[config.mk]
export PLATFORM = sky130hd
export DESIGN_NAME = pwr_wake_ctrl
export DESIGN_NICKNAME = d
export VERILOG_FILES = /design/src/rtl/pwr_wake_pkg.sv /design/src/rtl/pwr_settle_timer.sv /design/src/rtl/pwr_mode_fsm.sv /design/src/rtl/pwr_pad_mux.sv /design/src/rtl/pwr_wake_ctrl.sv
export SDC_FILE = /design/constraint.sdc
export NUM_CORES = 1
export LEC_CHECK = 0
export BUFFER_PORTS_ARGS = -buffer_cell sky130_fd_sc_hd__buf_2
export CAP_MARGIN = 20
export CORE_ASPECT_RATIO = 1.1
export CORE_UTILIZATION = 54
export DETAILED_ROUTE_END_ITERATION = 10
export PLACE_DENSITY = 0.81
export SLEW_MARGIN = 40
export SYNTH_ARGS = -nofsm -noshare
export SYNTH_HDL_FRONTEND = slang
export SYNTH_HIERARCHICAL = 1
export SYNTH_SLANG_ARGS = --single-unit
[constraint.sdc]
create_clock -name clk -period 6.6 [get_ports clk]
set_clock_uncertainty 0.2 [all_clocks]
set_input_delay 1.65 -clock clk [delete_from_list [all_inputs] [get_ports clk]]
set_output_delay 1.65 -clock clk [all_outputs]
set_load 0.03 [all_outputs]
[src/rtl/pwr_wake_pkg.sv]
package pwr_wake_pkg;
  typedef enum logic [2:0] {
    PS_AWAKE  = 3'd0,
    PS_LOWPWR = 3'd1,
    PS_DEEP   = 3'd2,
    PS_SETTLE = 3'd3,
    PS_REBOOT = 3'd4
  } pwr_state_e;

  function automatic logic ind_of(input pwr_state_e s);
    return (s == PS_LOWPWR) || (s == PS_DEEP);
  endfunction
endpackage

[src/rtl/pwr_settle_timer.sv]
module pwr_settle_timer #(
  parameter int DLY_W = 8
) (
  input  logic             clk,
  input  logic             rst,
  input  logic             load,
  input  logic             run,
  input  logic             tick,
  input  logic [DLY_W-1:0] dly,
  output logic             done
);
  logic [DLY_W-1:0] cnt_q;

  always_ff @(posedge clk) begin
    if (rst)                              cnt_q <= '0;
    else if (load)                        cnt_q <= dly;
    else if (run && tick && cnt_q != '0)  cnt_q <= cnt_q - 1'b1;
  end

  assign done = (cnt_q == '0);

  // one step down per tick while counting
  p_cnt_step_r9: assert property (@(posedge clk) disable iff (rst)
    (run && tick && !load && cnt_q != '0) |=> (cnt_q == $past(cnt_q) - 1'b1));
  // no tick, no change
  p_cnt_hold_r9: assert property (@(posedge clk) disable iff (rst)
    (!tick && !load) |=> $stable(cnt_q));
endmodule

[src/rtl/pwr_mode_fsm.sv]
module pwr_mode_fsm
  import pwr_wake_pkg::*;
(
  input  logic       clk,
  input  logic       rst,
  input  logic       sleep_req,
  input  logic       sleep_deep,
  input  logic       wake_req,
  input  logic       warm_rst,
  input  logic       settle_done,
  output pwr_state_e state_q,
  output logic       ind_next,
  output logic       settle_load,
  output logic       settle_run,
  output logic       osc_en,
  output logic       reboot_go
);
  pwr_state_e state_d;

  always_comb begin
    state_d     = state_q;
    settle_load = 1'b0;
    unique case (state_q)
      PS_AWAKE: begin
        if (warm_rst) begin
          state_d = PS_SETTLE; settle_load = 1'b1;
        end else if (sleep_req) begin
          state_d = sleep_deep ? PS_DEEP : PS_LOWPWR;
        end
      end
      PS_LOWPWR: begin
        if (warm_rst) begin
          state_d = PS_SETTLE; settle_load = 1'b1;
        end else if (wake_req) begin
          state_d = PS_AWAKE;
        end
      end
      PS_DEEP: begin
        if (warm_rst) begin
          state_d = PS_SETTLE; settle_load = 1'b1;
        end
      end
      PS_SETTLE: if (settle_done) state_d = PS_REBOOT;
      PS_REBOOT: state_d = PS_AWAKE;
      default:   state_d = PS_AWAKE;
    endcase
  end

  assign ind_next   = ind_of(state_d);
  assign settle_run = (state_q == PS_SETTLE);

  always_ff @(posedge clk) begin
    if (rst) begin
      state_q   <= PS_AWAKE;
      osc_en    <= 1'b1;
      reboot_go <= 1'b0;
    end else begin
      state_q   <= state_d;
      osc_en    <= (state_d != PS_DEEP);
      reboot_go <= (state_d == PS_REBOOT);
    end
  end

  p_deep_osc_off_r3: assert property (@(posedge clk) disable iff (rst)
    (state_q == PS_DEEP) |-> !osc_en);
  p_warm_osc_on_r8: assert property (@(posedge clk) disable iff (rst)
    (state_q == PS_DEEP && warm_rst) |=> osc_en);
  p_warm_settle_r7: assert property (@(posedge clk) disable iff (rst)
    (warm_rst && (state_q == PS_AWAKE || state_q == PS_LOWPWR || state_q == PS_DEEP))
    |=> (state_q == PS_SETTLE));
  p_release_r9: assert property (@(posedge clk) disable iff (rst)
    (state_q == PS_SETTLE && settle_done) |=> reboot_go);
  p_pulse_r10: assert property (@(posedge clk) disable iff (rst)
    reboot_go |=> (!reboot_go && state_q == PS_AWAKE));
  p_deep_stays_r12: assert property (@(posedge clk) disable iff (rst)
    (state_q == PS_DEEP && !warm_rst) |=> (state_q == PS_DEEP));
endmodule

[src/rtl/pwr_pad_mux.sv]
module pwr_pad_mux (
  input  logic clk,
  input  logic rst,
  input  logic sel_wr,
  input  logic sel_din,
  input  logic gpio_out,
  input  logic ind_next,
  output logic sel_q,
  output logic pad_out
);
  logic sel_d;

  assign sel_d = sel_wr ? sel_din : sel_q;

  always_ff @(posedge clk) begin
    if (rst) begin
      sel_q   <= 1'b0;
      pad_out <= 1'b0;
    end else begin
      sel_q   <= sel_d;
      pad_out <= sel_d ? ind_next : gpio_out;
    end
  end

  p_pad_gpio_r5: assert property (@(posedge clk) disable iff (rst)
    (!sel_wr && !sel_q) |=> (pad_out == $past(gpio_out)));
endmodule

[src/rtl/pwr_wake_ctrl.sv]
module pwr_wake_ctrl
  import pwr_wake_pkg::*;
#(
  parameter int DLY_W = 8
) (
  input  logic             clk,
  input  logic             rst,
  input  logic             slow_tick,
  input  logic             sleep_req,
  input  logic             sleep_deep,
  input  logic             wake_req,
  input  logic             warm_rst,
  input  logic             sel_wr,
  input  logic             sel_din,
  input  logic             gpio_out,
  input  logic [DLY_W-1:0] settle_dly,
  output logic             osc_en,
  output logic             pad_out,
  output logic             reboot_go
);
  pwr_state_e state_q;
  logic       ind_next, settle_load, settle_run, settle_done, sel_q;

  pwr_mode_fsm u_fsm (
    .clk(clk), .rst(rst), .sleep_req(sleep_req), .sleep_deep(sleep_deep),
    .wake_req(wake_req), .warm_rst(warm_rst), .settle_done(settle_done),
    .state_q(state_q), .ind_next(ind_next), .settle_load(settle_load),
    .settle_run(settle_run), .osc_en(osc_en), .reboot_go(reboot_go)
  );

  pwr_settle_timer #(.DLY_W(DLY_W)) u_timer (
    .clk(clk), .rst(rst), .load(settle_load), .run(settle_run),
    .tick(slow_tick), .dly(settle_dly), .done(settle_done)
  );

  pwr_pad_mux u_pad (
    .clk(clk), .rst(rst), .sel_wr(sel_wr), .sel_din(sel_din),
    .gpio_out(gpio_out), .ind_next(ind_next), .sel_q(sel_q), .pad_out(pad_out)
  );

  p_sel_kept_r6: assert property (@(posedge clk) disable iff (rst)
    (warm_rst && !sel_wr) |=> $stable(sel_q));
  p_settle_ind_low_r7: assert property (@(posedge clk) disable iff (rst)
    (state_q == PS_SETTLE && sel_q) |-> !pad_out);
endmodule

# == Yosys cells after proc, flatten, opt, wreduce, memory -nomap -nowiden ==
# Index checks and enable logic that the tools add are counted.
# word_totals
register_bits,15
word_cells,36
input_bits,18
# classes
addsub,1
n_eq_ne,7
n_reduce_logical,8
mux,14
# ops
operator,count
$mux 3,6
$mux 8,2
$pmux 3 s4,1
$eq 3x2->1 const B,3
$logic_not 8->1,1
$reduce_bool 8->1,1
$sub 8x1->8 const B,1
$eq 3x1->1 const B,2
$mux 1,4
$eq 3x3->1 const B,1
$logic_not 3->1,1
$ne 3x2->1 const B,1
$reduce_or 3->1,1
$logic_and 1x1->1,2
$mux 2,1
$reduce_bool 2->1,1
$logic_or 1x1->1,1

# == Longest topological paths before layout ==
# Gate-level depths: netlist of run 1.
# depth
depth_word,7
depth_mapped,10
ltp_nobuf,9

# == Cells and area by module ==
# The synthesis of run 1 kept the hierarchy.
# modules_own_cells
mod,seq_area_each_um2,n_inst,cells_per_inst,area_each_um2
pwr_settle_timer,160.2,1,59,495.5
pwr_mode_fsm,100.1,1,24,227.7
pwr_pad_mux,40.0,1,7,76.3

# == Worst setup path after synthesis of run 1 ==
# Ideal clock, no wire load.
# synth_path
path_kind,in2reg
from,input slow_tick
to,register u_timer.cnt_q[5]
required_ns,6.312
n_path_buf,0
path_stages,4
setup_time_ns,0.088
slack_ns,3.540
arrival_time_ns,2.772
path_cell_list,nand2_1 or4_4 or4_4 a311oi_2
# synth_between
elab_chain_cells,3
# synth_lines
item,line_no,source
start: declaration,pwr_wake_ctrl.sv:8,"input logic slow_tick,"
$logic_and 1x1->1 (2 in a row),pwr_settle_timer.sv:17,else if (run && tick && cnt_q != '0) cnt_q <= cnt_q - 1'b1;
$reduce_bool 2->1 (no line),--,
end signal: assignment,pwr_settle_timer.sv:16,else if (load) cnt_q <= dly;
end signal: assignment,pwr_settle_timer.sv:17,
end: declaration,pwr_settle_timer.sv:12,logic [DLY_W-1:0] cnt_q;
# No other way between the ends.
# A chain may end at the register's enable or synchronous reset.

# == Final worst setup path of run 1 ==
# Same ends and word-level chain as after synthesis.

==> results of run 1 <==
[where the power goes]
group	internal, mW	switching, mW	total, mW
logic	0.0212	0.0250	0.0463
clock network	0.0234	0.0284	0.0518
registers	0.0980	0.00715	0.105
total	0.143	0.0606	0.203
[placed cells by master (no fill, tap or decap), types with 2 or more instances in the layout]
| cell | synthesis | routed |
|---|---|---|
| a311oi_2 | 2 | 2 |
| nand2_1 | 5 | 5 |
| mux2i_1 | 2 | 2 |
| a211oi_1 | 6 | 6 |
| or3_1 | 2 | 2 |
| nand3_1 | 2 | 2 |
| nor2_1 | 10 | 10 |
| buf_2 | 1 | 20 |
| or4_4 | 2 | 2 |
| inv_1 | 7 | 7 |
| nand2b_1 | 5 | 5 |
| clkbuf_4 | 0 | 3 |
| xnor2_1 | 4 | 4 |
| dfxtp_1 | 15 | 15 |
| a21oi_1 | 3 | 3 |
| nor4b_1 | 2 | 2 |
[per-stage QoR]
step           std cells  hold WS, ps  power [mW]  worst slack, ps   util
6_report             127          330       0.203             3610  0.683
5_1_grt              127          377       0.215             3590  0.683
4_1_cts              127          342       0.206             3620  0.683
3_5_place_dp         123          320       0.154             3330  0.664
3_3_place_gp         123          308       0.152             3390  0.664
2_1_floorplan         90          276       0.140             3540      -
[final timing paths]
| path | from | endpoint | slack (ps) | cells past startpoint |
|---|---|---|---|---|
| min | u_pad/sel_q | u_pad/sel_q | 330 | 2 |
| max reg2reg | u_fsm/state_q[1] | u_timer/cnt_q[5] | 4220 | 6 |
| max | slow_tick | u_timer/cnt_q[5] | 3610 | 5 |
| min reg2reg | u_pad/sel_q | u_pad/sel_q | 330 | 2 |
[layout make-up]
class                   instances  area [um^2]
fillers                       124          433
repair buffers                 20          100
inverters                       7         26.3
clock buffers                   4         26.3
well taps                      16         20.0
flip-flops and latches         15          300
multi-input cells              65          460
[sequential cells by signal, indices dropped and copies added, names as in the netlist]
register / count
u_pad/sel_q: 1
u_fsm/osc_en: 1
u_timer/cnt_q: 8
u_pad/pad_out: 1
u_fsm/reboot_go: 1
u_fsm/state_q: 3
[per-layer routing]
layer,part of all wire,track usage,wire [um],vias up
li1,-,-,-,375
met1,0.40,0.239,631,327
met2,0.54,0.387,844,16
met3,0.050,0.0319,79,2
met4,0.0064,0.103,10,0
met5,0,0,0,-
[kinds of logic after synthesis]
group,after synthesis,share of synthesized area
mux,2,0.0250
fa+ha+maj,1,0.0156
buf+inv,10,0.0485
xor+xnor,4,0.0438
compound gates,23,0.230
flops,15,0.376
simple gates,35,0.261
[critical path: cells and delay by family]
family / cells / cell delay [ps]
buffers and inverters: 1 / 110
AOI/OAI and AO/OA: 1 / 250
and+or+nand+nor: 3 / 960
==> results.cfg, run 1 <==
[sta]
finalHoldViolations = 0
grt_setup_unrepaired = no
tns_ps = 0
finalMaxSlewViolations = 0
worst_pin_slew_ps = 375
finalSetupViolCount = 0
finalCriticalPeriod_ps = 2990
fmaxAchievable_mhz = 335
slew_headroom = 0.748
period_share = 0.453

[setup_path]
cp_cell_sequence = buf_2 -> nand2_1 -> or4_4 -> or4_4 -> a311oi_2
worst_path_max_delay_cell = or4_4
start_kind = input pin
slowest_delay_ps = 460
end_kind = flip-flop
cp_max_fo = 6
crit_top_cell = or4_4
cp_data_arrival_time_ps = 2980
crit_required_ps = 6590
path_class = input pin to flip-flop

[logic_synthesis]
synth_cell_types = 37
synth-edff-count = 0
synth.top_cells.by_count = 15 x dfxtp_1, 10 x nor2_1, 7 x inv_1, 6 x a211oi_1
netlist_instances = 90
synth_seq_cells = 15
ys.flop_type = dfxtp_1
yosys_warnings = 6
syn_avg_cell_area_um2 = 8.88
synth_top_area_frac = 0.376
ys_seq_area_frac = 0.376
async_reset_ff_frac = 0
syn-cell-area_um2 = 800
syn_nets = 109
synth.most_common_cell = dfxtp_1
synth_area_leaders = dfxtp_1 38%, a211oi_1 5.6%, nor2_1 4.7%, xnor2_1 4.4%, nand2b_1 3.9%
synth_top_cell_by_area = dfxtp_1

[hold_path]
hp-class = flip-flop to flip-flop

[die]
dieArea_mm2 = 0.00164
die_x_um = 38.7
fp.dieH_um = 42.4
ios = 21
coreArea_mm2 = 0.00137
initial_core_util = 0.585
rows = 14

[grt]
grt-ovfl-total = 0
first_global_vias = 632
grt_max_degree = 16
grtUsageTotal = 0.218
grt_pass1_wl_um = 2540
antenna_found_initial = 0

[clocking]
h-tree-depth = 1
clock_sinks = 15
cts.clk_slew.worst_paths_ps = 90
cts_tree = done
cts_made_buffers = 3
cts_buffer_depth = 2
cts_resized = 0
root_buffer = clkbuf_4
ctsHoldBuffers = 0
insertion_delay_ps = 280
post_cts_buffers = 0

[final_layout]
diodes = 0
syn_to_final_growth_pct = 16.7
final_area_um2 = 933
nNetsFinal = 131
layout-drive-gt1-share = 0.261

[routing]
drc = 0
via_per_inst = 5.67
drt-wirelength-per-cell_um = 12.3
drtIter0Drc = 16
vias = 720
ant_nets = 0
wirelength_um = 1570
dr.pass1.iters = 4

[place]
hpwl_um = 1220
gp_congestion = 0.816
postPlaceCellArea_um2 = 907
place.port_buffers = 20

[run_status]
status = finished, final reports clean

[power]
p_per_area_mw_per_mm2 = 218
power_leakage_nw = 0.379
ir_worst_vdd_uv = 141

[flow_run]
drv_cap = 0
(Power assumes the default switching activity.)
==> run 2: changes to the inputs <==
--- a/config.mk
+++ b/config.mk
@@ -8,9 +8,9 @@
 export BUFFER_PORTS_ARGS = -buffer_cell sky130_fd_sc_hd__buf_2
 export CAP_MARGIN = 20
 export CORE_ASPECT_RATIO = 1.1
-export CORE_UTILIZATION = 54
+export CORE_UTILIZATION = 45
 export DETAILED_ROUTE_END_ITERATION = 10
-export PLACE_DENSITY = 0.81
+export PLACE_DENSITY = 0.72
 export SLEW_MARGIN = 40
 export SYNTH_ARGS = -nofsm -noshare
 export SYNTH_HDL_FRONTEND = slang
==> constraint.sdc (replaced) <==
create_clock -name clk -period 2.51 [get_ports clk]
set_clock_uncertainty 0.2 [all_clocks]
set_input_delay 0.6275 -clock clk [delete_from_list [all_inputs] [get_ports clk]]
set_output_delay 0.6275 -clock clk [all_outputs]
set_load 0.03 [all_outputs]
==> run 2 against run 1 <==
  * Sequential power increased to 2.6 times the previous value
  * Utilization decreased by 9.9 points
  * Clock power increased to 2.6 times the previous value
  * First-iteration DRC count decreased by 75%
  * Via count increased by 0.69%
  * Critical path depth increased by 1
  * Hold slack got worse by 7.0 ps
  * Combinational power increased to 2.7 times the previous value
  * Power increased to 2.7 times the previous value
  * Cell area increased by 0.94%
  * Global-route usage decreased by 4.3 points
  * Final cell count increased by 1.6%
  * Critical path type is now flip-flop to flip-flop
  * Critical endpoint unchanged
  * Highest routed layer unchanged
==> results.cfg, run 2 (synthesis gave the netlist of run 1 again) <==
[run_status]
status = finished, final reports clean

[setup_path]
crit_required_ps = 2510
reg2reg_depth = 6
setup.worst_path.start = u_fsm/state_q[1]
r2r-end = u_timer/cnt_q[5]
r2r_slack_ps = 220
cp_data_arrival_time_ps = 2290
start_kind = flip-flop
end_kind = flip-flop
rr_startpoint = u_fsm/state_q[1]
cp_max_fo = 7
cp-endpoint = u_timer/cnt_q[5]
path_class = flip-flop to flip-flop

[power]
seqPwrFrac = 0.512
ir_worst_vdd_uv = 483
power.switching_uw = 161
power_leakage_nw = 0.384
internal_power_uw = 378
p_per_area_mw_per_mm2 = 572
p_sw_frac = 0.298
pwr-share-comb = 0.234
p_clk_frac = 0.254

[routing]
drt-wirelength-per-cell_um = 12.2
via_per_inst = 5.62
dr.pass1.iters = 4
drc = 0
drtIter0Drc = 4
ant_nets = 0
wirelength_um = 1580
vias = 725

[clocking]
clock_sinks = 15
cts_tree = done
cts_resized = 0
root_buffer = clkbuf_4
insertion_delay_ps = 280
post_cts_buffers = 0
cts_buffer_depth = 2
cts_made_buffers = 3
h-tree-depth = 1
ctsHoldBuffers = 0
cts.clk_slew.worst_paths_ps = 90

[die]
rows = 15
die_x_um = 42.2
dieArea_mm2 = 0.00195
fp.dieH_um = 46.2
coreArea_mm2 = 0.00161
initial_core_util = 0.495
ios = 21

[sta]
worst_pin_slew_ps = 369
period_share = 0.913
fmaxAchievable_mhz = 436
grt_setup_unrepaired = no
setup_slack_ps = 219
finalCriticalPeriod_ps = 2290
slew_headroom = 0.748
finalMaxSlewViolations = 0
tns_ps = 0
finalHoldViolations = 0
timing.hold.ws_ps = 323
finalSetupViolCount = 0

[final_layout]
final_area_um2 = 942
layout-drive-gt1-share = 0.268
largest_reg_flops = 8
syn_to_final_growth_pct = 17.8
final_common_cell = buf_2
fillers = 158
reg.largest.list = u_timer/cnt_q (8), u_fsm/state_q (3)
final_cell_mix = 20 x buf_2, 15 x dfxtp_1, 10 x nor2_1
final_core_util = 0.584
diodes = 0
nNetsFinal = 132
largest-register = u_timer/cnt_q

[place]
postPlaceCellArea_um2 = 916
hpwl_um = 1210
gp_congestion = 0.739
place.port_buffers = 20
post-place-ws_ps = 256

[grt]
grtUsageTotal = 0.175
first_global_vias = 652
grt_max_degree = 16
antenna_found_initial = 0
grt-ovfl-total = 0
grt_pass1_wl_um = 2600

[flow_run]
drv_cap = 0

[hold_path]
hp-class = flip-flop to flip-flop
[run 2: cell types whose count changed in the layout (fill, tap and decap cells not counted), sizes merged]
cell  delta
buf      +1
[run 2: metal layers]
metal	track usage	share of wire	vias to the layer above
li1	-	-	378
met1	0.199	0.43	329
met2	0.320	0.52	16
met3	0.0627	0.041	2
met4	0.0375	0.0095	0
met5	0	0	-
[run 2: cell type report]
type	instances	area (um^2)	share of cell area
sequential	15	300	0.319
tap	17	21.3	0.0226
multi-input combinational	65	460	0.489
inverter	7	26.3	0.0279
timing repair buffer	21	108	0.114
clock buffer	4	26.3	0.0279
[run 2: per-stage QoR]
| step | instances | power, mW |
|---|---|---|
| 6_report | 129 | 0.539 |
| 3_5_place_dp | 125 | 0.408 |
| 3_3_place_gp | 125 | 0.404 |
| 4_1_cts | 129 | 0.545 |
| 5_1_grt | 129 | 0.574 |
| 2_1_floorplan | 90 | 0.369 |
[run 2: worst min path at each step]
| stage | from | end | cells after the start |
|---|---|---|---|
| floorplan | u_pad/sel_q | u_pad/sel_q | 2 |
| global placement | u_pad/sel_q | u_pad/sel_q | 2 |
| detailed placement | u_pad/sel_q | u_pad/sel_q | 2 |
| CTS | u_pad/sel_q | u_pad/sel_q | 2 |
| global route | u_pad/sel_q | u_pad/sel_q | 2 |
| finish | u_pad/sel_q | u_pad/sel_q | 2 |
[run 2: power groups by stage]
stage                     Combinational (mW)  Clock [mW]  Sequential (mW)
final                                  0.126       0.137            0.276
after floorplan                       0.0843           0            0.285
after detailed placement               0.127           0            0.282
after global routing                   0.139       0.155            0.279
after global placement                 0.124           0            0.281
after CTS                              0.127       0.142            0.276
[run 2: critical path, cell delays in order (launching register included)]
cell,delay (ps)
dfxtp_1,430
nand2_1,130
nor2_1,220
nand2_1,100
or4_4,460
or4_4,430
a311oi_2,230
==> run 3: changes to the inputs <==
--- a/config.mk
+++ b/config.mk
@@ -5,7 +5,7 @@
 export SDC_FILE = /design/constraint.sdc
 export NUM_CORES = 1
 export LEC_CHECK = 0
-export BUFFER_PORTS_ARGS = -buffer_cell sky130_fd_sc_hd__buf_2
+export BUFFER_PORTS_ARGS = -buffer_cell sky130_fd_sc_hd__buf_4
 export CAP_MARGIN = 20
 export CORE_ASPECT_RATIO = 1.1
 export CORE_UTILIZATION = 45
==> run 3 against run 2 <==
  * Count of clock-buffer cells in the layout down 1
  * Global-route usage up 1.1 points
  * Hold slack better by 37 ps
  * Power up 3.5%
  * Critical path type unchanged
  * Via count up 1.5%
  * Combinational power up 9%
  * Routed wire length up 10%
  * Clock power up 6%
==> results.cfg, run 3 (synthesis gave the netlist of run 1 again) <==
[run_status]
status = finished, final reports clean

[setup_path]
rr_startpoint = u_fsm/state_q[1]
crit_required_ps = 2520
worst_path_max_delay_cell = or4_4
slowest_delay_ps = 460
setup.worst_path.start = u_fsm/state_q[1]
reg2reg_depth = 6
r2r_slack_ps = 230
cp_cell_sequence = nand2_1 -> nor2_1 -> nand2_1 -> or4_4 -> or4_4 -> a311oi_2
end_kind = flip-flop
cp_max_fo = 7
cp-endpoint = u_timer/cnt_q[5]
r2r-end = u_timer/cnt_q[5]
path_class = flip-flop to flip-flop
start_kind = flip-flop
cp_data_arrival_time_ps = 2290

[power]
power_leakage_nw = 0.403
ir_worst_vdd_uv = 389
p_per_area_mw_per_mm2 = 562

[final_layout]
fillers = 148
final_area_um2 = 993
ff_latch_area_um2 = 300
nNetsFinal = 132
reg.largest.list = u_timer/cnt_q (8), u_fsm/state_q (3)
final_common_cell = buf_4
largest_reg_flops = 8
final_cell_mix = 21 x buf_4, 15 x dfxtp_1, 10 x nor2_1
diodes = 0
multi_input_area_um2 = 460
layout-drive-gt1-share = 0.277
syn_to_final_growth_pct = 24.3
largest-register = u_timer/cnt_q

[clocking]
clock_sinks = 15
cts_made_buffers = 3
ctsHoldBuffers = 0
cts_tree = done
h-tree-depth = 1
cts.clk_slew.worst_paths_ps = 100
cts_resized = 0
insertion_delay_ps = 290
root_buffer = clkbuf_4
cts_buffer_depth = 2
post_cts_buffers = 0

[place]
post-place-ws_ps = 264
hpwl_um = 1250
postPlaceCellArea_um2 = 966
gp_congestion = 0.775
place.port_buffers = 20

[grt]
grt_pass1_wl_um = 2720
grt_use_met1 = 0.213
antenna_found_initial = 0
grt-ovfl-total = 0
grtUsageTotal = 0.186
grtUsageMet3 = 0.0235
grt_max_degree = 16
grt_busiest_layer = met2
first_global_vias = 682
grt_util_met2 = 0.335

[die]
initial_core_util = 0.495
fp.dieH_um = 46.2
coreArea_mm2 = 0.00161
rows = 15
die_x_um = 42.2
ios = 21
dieArea_mm2 = 0.00195

[sta]
finalMaxSlewViolations = 0
tns_ps = 0
fmaxAchievable_mhz = 439
grt_setup_unrepaired = no
setup_slack_ps = 233
slew_headroom = 0.720
worst_pin_slew_ps = 409
finalHoldViolations = 0
finalSetupViolCount = 0
period_share = 0.907
finalCriticalPeriod_ps = 2280

[hold_path]
hp-start = u_timer/cnt_q[3]
hp-class = flip-flop to flip-flop

[routing]
drtIter0Drc = 12
wirelength_um = 1740
drt-wirelength-per-cell_um = 13.5
drc = 0
dr.pass1.iters = 4
ant_nets = 0
via_per_inst = 5.71
vias = 736

[flow_run]
drv_cap = 0
## run 3: cell count changes in the layout (fill, tap and decap cells not counted)
cell / previous run / this run
clkbuf_1: 1 / 0
buf_4: 1 / 21
buf_2: 20 / 0
clkinv_2: 0 / 1
## run 3: metal layers
layer	vias up	share of wire	wire length, um
met5	-	0	0
met2	17	0.52	902
met4	0	0.0069	12
met3	2	0.037	65
li1	375	-	-
met1	342	0.44	760
## run 3: how the worst min path moves through the flow
stage / end / slack [ps] / depth (start not counted)
CTS: u_timer/cnt_q[3] / 360 / 2
floorplan: u_pad/sel_q / 280 / 2
detailed placement: u_fsm/state_q[2] / 340 / 1
global placement: u_pad/sel_q / 290 / 2
global route: u_timer/cnt_q[3] / 390 / 2
finish: u_timer/cnt_q[3] / 360 / 2
## run 3: worst max-delay path, delay by kind of cell (launching register included)
family | cells | cell delay [ps]
AND/OR/NAND/NOR | 5 | 1350
AO/OA/AOI/OAI | 1 | 230
flip-flops | 1 | 430
## run 3: final cells by class
class / count / share of cell area
Clock inverter: 1 / 0.00504
Tap cell: 17 / 0.0214
Sequential cell: 15 / 0.302
Inverter: 7 / 0.0264
Clock buffer: 3 / 0.0227
Multi-Input combinational cell: 65 / 0.463
Timing Repair Buffer: 21 / 0.159
## run 3: through the flow
stage                     hold WS [ps]  cells  power, mW  utilization
final                              360    129      0.558        0.616
after global routing               392    129      0.586        0.616
after CTS                          364    129      0.565        0.616
after detailed placement           339    125      0.419        0.598
after global placement             294    125      0.414        0.598
after floorplan                    276     90      0.369            -
## run 3: power breakdown
part | switching, mW | internal (mW)
clock | 0.0855 | 0.0592
combinational | 0.0685 | 0.0685
sequential | 0.0188 | 0.258
